==> src/rtl/sr_pkg.sv <==
package sr_pkg;

  typedef enum logic [2:0] {
    OP_ROL = 3'd0,
    OP_ROR = 3'd1,
    OP_RCL = 3'd2,
    OP_RCR = 3'd3,
    OP_SHL = 3'd4,
    OP_SHR = 3'd5,
    OP_SAR = 3'd7
  } shiftOp_e;

  // Strobes from control to datapath
  typedef struct packed {
    logic load;     // latch operand, op and flags
    logic zeroCnt;  // accepted operation has a count of zero
    logic oneStep;  // accepted operation has a count of one
    logic step;     // perform one bit step this cycle
  } srStrobe_t;

  function automatic shiftOp_e decodeExt(input logic [2:0] ext);
    shiftOp_e op;
    if (ext == 3'd6) op = OP_SHL;  // extension 6 aliases the left shift
    else op = shiftOp_e'(ext);
    return op;
  endfunction

endpackage

==> src/rtl/sr_control.sv <==
module sr_control
  import sr_pkg::*;
#(
  parameter int CNT_W = 8
) (
  input  logic             clk,
  input  logic             rstN,
  input  logic             start,
  input  logic [1:0]       cntSel,
  input  logic [CNT_W-1:0] clCount,
  input  logic [CNT_W-1:0] immCount,
  output logic             busy,
  output logic             done,
  output srStrobe_t        strobe
);

  logic [CNT_W-1:0] reqCount;
  logic [CNT_W-1:0] remain;
  logic             accept;

  always_comb begin
    unique case (cntSel)
      2'd0:    reqCount = CNT_W'(1);
      2'd1:    reqCount = clCount;
      default: reqCount = immCount;
    endcase
  end

  assign accept         = start && !busy;
  assign strobe.load    = accept;
  assign strobe.zeroCnt = accept && (reqCount == '0);
  assign strobe.oneStep = accept && (reqCount == CNT_W'(1));
  assign strobe.step    = busy;

  always_ff @(posedge clk) begin
    if (!rstN) begin
      remain <= '0;
      busy   <= 1'b0;
      done   <= 1'b0;
    end else begin
      done <= 1'b0;
      if (accept) begin
        remain <= reqCount;
        busy   <= (reqCount != '0);
        done   <= (reqCount == '0);
      end else if (busy) begin
        remain <= remain - CNT_W'(1);
        if (remain == CNT_W'(1)) begin
          busy <= 1'b0;
          done <= 1'b1;
        end
      end
    end
  end

  a_r1_busy_done_excl: assert property (@(posedge clk) disable iff (!rstN)
    !(busy && done));

  a_r2_zero_count_done: assert property (@(posedge clk) disable iff (!rstN)
    (start && !busy && reqCount == '0) |=> (done && !busy));

  a_r3_done_at_end: assert property (@(posedge clk) disable iff (!rstN)
    $fell(busy) |-> done);

  a_r3_count_walks: assert property (@(posedge clk) disable iff (!rstN)
    (busy && remain > CNT_W'(1)) |=> (busy && remain == $past(remain) - CNT_W'(1)));

endmodule

==> src/rtl/sr_datapath.sv <==
module sr_datapath
  import sr_pkg::*;
#(
  parameter int DATA_W = 16
) (
  input  logic              clk,
  input  logic              rstN,
  input  srStrobe_t         strobe,
  input  logic [2:0]        ext,
  input  logic              wide,
  input  logic [DATA_W-1:0] operand,
  input  logic              cfIn,
  input  logic              ofIn,
  input  logic              sfIn,
  input  logic              zfIn,
  input  logic              pfIn,
  output logic [DATA_W-1:0] result,
  output logic              cfOut,
  output logic              ofOut,
  output logic              sfOut,
  output logic              zfOut,
  output logic              pfOut
);

  localparam int HALF_W = DATA_W / 2;
  localparam int PAR_W  = 8;

  logic [DATA_W-1:0] acc, nextAcc, widthMask, shl1, shr1;
  logic              carry, nextCarry, isWide, oneStepQ, zeroQ;
  logic              ofQ, sfQ, zfQ, pfQ;
  shiftOp_e          op;
  logic              msbBit, msb2Bit, lowIn, topIn, goLeft, isShift;

  assign widthMask = isWide ? {DATA_W{1'b1}} : {{(DATA_W-HALF_W){1'b0}}, {HALF_W{1'b1}}};
  assign msbBit    = isWide ? acc[DATA_W-1] : acc[HALF_W-1];
  assign msb2Bit   = isWide ? acc[DATA_W-2] : acc[HALF_W-2];
  assign goLeft    = (op == OP_ROL) || (op == OP_RCL) || (op == OP_SHL);
  assign isShift   = (op == OP_SHL) || (op == OP_SHR) || (op == OP_SAR);

  always_comb begin
    lowIn = 1'b0;
    topIn = 1'b0;
    unique case (op)
      OP_ROL:  lowIn = msbBit;
      OP_RCL:  lowIn = carry;
      OP_ROR:  topIn = acc[0];
      OP_RCR:  topIn = carry;
      OP_SAR:  topIn = msbBit;
      default: ;
    endcase
    shl1 = ((acc << 1) | DATA_W'(lowIn)) & widthMask;
    shr1 = acc >> 1;
    if (isWide) shr1[DATA_W-1] = topIn;
    else        shr1[HALF_W-1] = topIn;
    nextAcc   = goLeft ? shl1 : shr1;
    nextCarry = goLeft ? msbBit : acc[0];
  end

  always_ff @(posedge clk) begin
    if (!rstN) begin
      acc      <= '0;
      carry    <= 1'b0;
      op       <= OP_ROL;
      isWide   <= 1'b1;
      oneStepQ <= 1'b0;
      zeroQ    <= 1'b1;
      ofQ      <= 1'b0;
      sfQ      <= 1'b0;
      zfQ      <= 1'b0;
      pfQ      <= 1'b0;
    end else if (strobe.load) begin
      acc      <= wide ? operand : (operand & {{(DATA_W-HALF_W){1'b0}}, {HALF_W{1'b1}}});
      carry    <= cfIn;
      op       <= decodeExt(ext);
      isWide   <= wide;
      oneStepQ <= strobe.oneStep;
      zeroQ    <= strobe.zeroCnt;
      ofQ      <= ofIn;
      sfQ      <= sfIn;
      zfQ      <= zfIn;
      pfQ      <= pfIn;
    end else if (strobe.step) begin
      acc   <= nextAcc;
      carry <= nextCarry;
    end
  end

  assign result = acc;
  assign cfOut  = carry;
  assign ofOut  = oneStepQ ? (goLeft ? (msbBit ^ carry) : (msbBit ^ msb2Bit)) : ofQ;
  assign sfOut  = (isShift && !zeroQ) ? msbBit : sfQ;
  assign zfOut  = (isShift && !zeroQ) ? (acc == '0) : zfQ;
  assign pfOut  = (isShift && !zeroQ) ? ~^acc[PAR_W-1:0] : pfQ;

  a_r13_narrow_upper_zero: assert property (@(posedge clk) disable iff (!rstN)
    !isWide |-> (acc[DATA_W-1:HALF_W] == '0));

  a_r9_sar_keeps_sign: assert property (@(posedge clk) disable iff (!rstN)
    (strobe.step && !strobe.load && op == OP_SAR) |=> (msbBit == $past(msbBit)));

  a_r7_rotate_keeps_ones: assert property (@(posedge clk) disable iff (!rstN)
    (strobe.step && !strobe.load && (op == OP_ROL || op == OP_ROR))
      |=> ($countones(acc) == $past($countones(acc))));

endmodule

==> src/rtl/shift_rot_unit.sv <==
module shift_rot_unit
  import sr_pkg::*;
#(
  parameter int DATA_W = 16,
  parameter int CNT_W  = 8
) (
  input  logic              clk,
  input  logic              rstN,
  input  logic              start,
  input  logic [2:0]        ext,
  input  logic              wide,
  input  logic [1:0]        cntSel,
  input  logic [CNT_W-1:0]  clCount,
  input  logic [CNT_W-1:0]  immCount,
  input  logic [DATA_W-1:0] operand,
  input  logic              cfIn,
  input  logic              ofIn,
  input  logic              sfIn,
  input  logic              zfIn,
  input  logic              pfIn,
  output logic              busy,
  output logic              done,
  output logic [DATA_W-1:0] result,
  output logic              cfOut,
  output logic              ofOut,
  output logic              sfOut,
  output logic              zfOut,
  output logic              pfOut
);

  srStrobe_t strobe;

  sr_control #(.CNT_W(CNT_W)) u_control (
    .clk(clk), .rstN(rstN), .start(start), .cntSel(cntSel),
    .clCount(clCount), .immCount(immCount),
    .busy(busy), .done(done), .strobe(strobe)
  );

  sr_datapath #(.DATA_W(DATA_W)) u_datapath (
    .clk(clk), .rstN(rstN), .strobe(strobe), .ext(ext), .wide(wide),
    .operand(operand), .cfIn(cfIn), .ofIn(ofIn), .sfIn(sfIn),
    .zfIn(zfIn), .pfIn(pfIn), .result(result), .cfOut(cfOut),
    .ofOut(ofOut), .sfOut(sfOut), .zfOut(zfOut), .pfOut(pfOut)
  );

endmodule

==> config.mk <==
export PLATFORM = sky130hd
export DESIGN_NAME = shift_rot_unit
export DESIGN_NICKNAME = d
export VERILOG_FILES = /design/src/rtl/sr_pkg.sv /design/src/rtl/sr_control.sv /design/src/rtl/sr_datapath.sv /design/src/rtl/shift_rot_unit.sv
export SDC_FILE = /design/constraint.sdc
export NUM_CORES = 1
export LEC_CHECK = 0
export ABC_CLOCK_PERIOD_IN_PS = 4600
export BUFFER_PORTS_ARGS = -buffer_cell sky130_fd_sc_hd__clkbuf_2
export CAP_MARGIN = 20
export CORE_MARGIN = 1
export CORE_UTILIZATION = 45
export DETAILED_ROUTE_END_ITERATION = 12
export GPL_TIMING_DRIVEN = 0
export PLACE_DENSITY = 0.75
export SLEW_MARGIN = 20
export SYNTH_ARGS = -nofsm -noshare
export SYNTH_HDL_FRONTEND = slang
export SYNTH_HIERARCHICAL = 1
export SYNTH_SLANG_ARGS = --single-unit
==> constraint.sdc <==
create_clock -name clk -period 4.6 [get_ports clk]
set_input_delay 0.23 -clock clk [delete_from_list [all_inputs] [get_ports clk]]
set_output_delay 0.23 -clock clk [all_outputs]
set_load 0.01 [all_outputs]
==> impl_metrics.toml <==
[clock_tree]
insertion_delay_ns = 0.29
clkTransAtPathRegs_ns = 0.07
root_buffer = "clkbuf_8"
cts_resized = 0
hold_buffers = 0
clock_sinks = 37
cts_inserted_buffers = 5
cts_tree = "yes"
cts_buffer_depth = 2
h-tree-depth = 2
postCtsSetupBuffers = 0

[floorplan]
coreArea_um2 = 4820
num_rows = 25
die_w_um = 73.4
dieArea_um2 = 5380
die_h_um = 73.4
ios = 69
initial_core_util_pct = 47.6

[layout]
syn2layout_area_growth_pct = 22.1
diodes = 0
largest_reg_flops = 16
drive_above_1_share_pct = 27.9
fill_cells = 471
ff_latch_area_um2 = 741
fin_area_um2 = 2800
final_nets = 407
multi_input_area_um2 = 1370

[timing]
relSlewSlack_pct = 61.6
fmax_mhz = 449
final.period_utilization_pct = 48.5
hold_viol_final = 0
slew_viol_final = 0
fin_crit_ns = 2.23
skew_ns = 0.00826
finalSetupViolCount = 0
tightest_slew_ns = 0.576
fin_tns_setup_ns = 0
rsz0062_at_grt = "false"

[logic_synthesis]
ys.flop_type = "dfxtp_1"
ys_seq_area_share_pct = 32.3
yosysTopAreaCell = "dfxtp_1"
synthArstFlopShare_pct = 0
synth_area_leaders = "dfxtp_1 32%, mux2i_1 6.1%, nand2_1 4.9%"
synth_top_area_share_pct = 32.3
synthCells = 281
synth.most_common_cell = "dfxtp_1"
synth-edff-count = 0
syn_area_um2 = 2290
synth_cell_type_count = 51
syn_area_per_cell_um2 = 8.15
ys_seq_elements = 37
ys_warn_count = 6
synth_common_cells = "37 x dfxtp_1, 30 x nand2_1, 22 x o21ai_0"
synth_nets = 333

[worst_setup_path]
crit_fanout = 10
cp-end-kind = "flip-flop"
crit_type = "flip-flop to flip-flop"
crit_required_ns = 4.83
cp.arrival_ns = 2.46
worst_setup_path_start_kind = "flip-flop"
ff2ff_path_depth = 8

[placement]
place_area_um2 = 2710
dp_hpwl_um = 4650
io_buffers = 67
routabilityCongestion = 0.864

[power_and_ir_drop]
peakVddDrop_uv = 159
p_per_area_nw_per_um2 = 310
power_frac_comb_pct = 28.7
p_leak_nw = 1.27
netSwitchingFraction_pct = 32.5
pwr-share-clk_pct = 27.0
power.internal_w = 0.000585
p_seq_share_pct = 44.3
p_sw_w = 0.000281

[global_route]
grt_max_degree = 11
grt_overflow = 0
grt_pass1_vias = 2154
gr-usage-all-layers_pct = 23.8
antenna_found_initial = 0
grt_pass1_wl_um = 9780

[outcome]
status = "finished, final reports clean"

[run]
cap_violations = 0

[routing]
vias_per_cell = 5.67
antenna_left = 0
drc = 0
drtIter0Drc = 214
first_pass_iters = 7
wl_um = 6130
wl_per_cell_um = 14.5
num_vias = 2393

[worst_hold_path]
holdPathStages = 2
hold_class = "input port to flip-flop"
-- power groups by stage --
stage                     sequential, W  combinational (W)  clock [W]
after CTS                      0.000383           0.000247   0.000237
after global placement         0.000390           0.000241          0
final                          0.000383           0.000248   0.000234
after global routing           0.000387           0.000272   0.000254
after floorplan                0.000388           0.000162          0
after detailed placement       0.000390           0.000246          0
-- critical path: stages (launching register included) --
cell and delay (ns):
dfxtp_1 0.47, nand2b_1 0.29, inv_1 0.19, buf_4 0.19, nor2b_1 0.22, clkbuf_1 0.35, o21ai_0 0.15, a31oi_1 0.19
a31o_2 0.12
-- cells by family (layout without fill, tap and decap cells) --
logic type               after synthesis  count (layout)  synth area share [%]
buffers and inverters                 37             111                  7.81
adder cells (fa/ha/maj)                6               6                  3.28
AO/OA/AOI/OAI                         90              90                  26.9
multiplexers                          18              18                  8.08
XOR/XNOR                               5               5                  1.91
AND/OR/NAND/NOR                       88              88                  19.7
flip-flops                            37              37                  32.3
-- area by class of cell --
cell class	count	area share, %
plain buffers	20	4.12
clock buffers	7	3.09
inverters	17	2.28
multi-input cells	207	49.0
flip-flops and latches	37	26.5
well taps	67	3.00
repair buffers	67	12.0
-- cell usage in the layout (no fill, tap or decap), types with 2 or more instances in the layout --
cell	synthesis	routed
a31oi_1	15	15
nor2_1	17	17
nand3_1	7	7
nand2_1	30	30
o21ai_0	22	22
a21o_1	9	9
nand2b_1	3	3
buf_2	5	5
nor2b_1	9	9
a22o_1	3	3
ha_1	6	6
buf_4	3	3
clkbuf_2	0	67
inv_1	16	16
buf_6	3	3
mux2_2	4	4
and3_1	5	5
dfxtp_1	37	37
o211ai_1	2	2
a211oi_1	2	2
clkbuf_8	0	6
clkbuf_1	9	10
a221oi_1	4	4
mux2i_1	14	14
o21a_1	2	2
a222oi_1	2	2
a22oi_1	4	4
nor3_1	4	4
xnor2_1	4	4
nor4_1	2	2
o22ai_1	3	3
a31o_2	6	6
a21oi_1	7	7
nor4b_1	3	3
-- layer usage --
layer / vias up / part of all wire, % / global-route usage (%)
met1: 1099 / 42 / 28.6
met2: 111 / 49 / 41.6
met4: 0 / 1.1 / 7.26
li1: 1175 / - / -
met3: 8 / 7.9 / 6.17
met5: - / 0 / 0
-- metrics by stage --
step	std cells	hold WS, ns	total power [W]	utilization (%)	worst slack (ns)
2_1_floorplan	281	0.340	0.000550	-	2.89
3_3_place_gp	415	0.426	0.000630	56.3	2.45
3_5_place_dp	415	0.428	0.000636	56.3	2.45
4_1_cts	422	0.126	0.000866	58.1	2.42
5_1_grt	422	0.126	0.000913	58.1	2.18
6_report	422	0.128	0.000866	58.1	2.37
-- worst paths after layout --
path	startpoint	endpoint	slack, ns
setup / recovery	u_control/busy	u_datapath/result[3]	2.37
hold / removal	operand[13]	u_datapath/result[13]	0.13
hold reg to reg	u_datapath/zfQ	u_datapath/zfQ	0.50
setup reg to reg	u_control/busy	u_datapath/result[3]	2.37
Power figures use the tool's default switching activity.
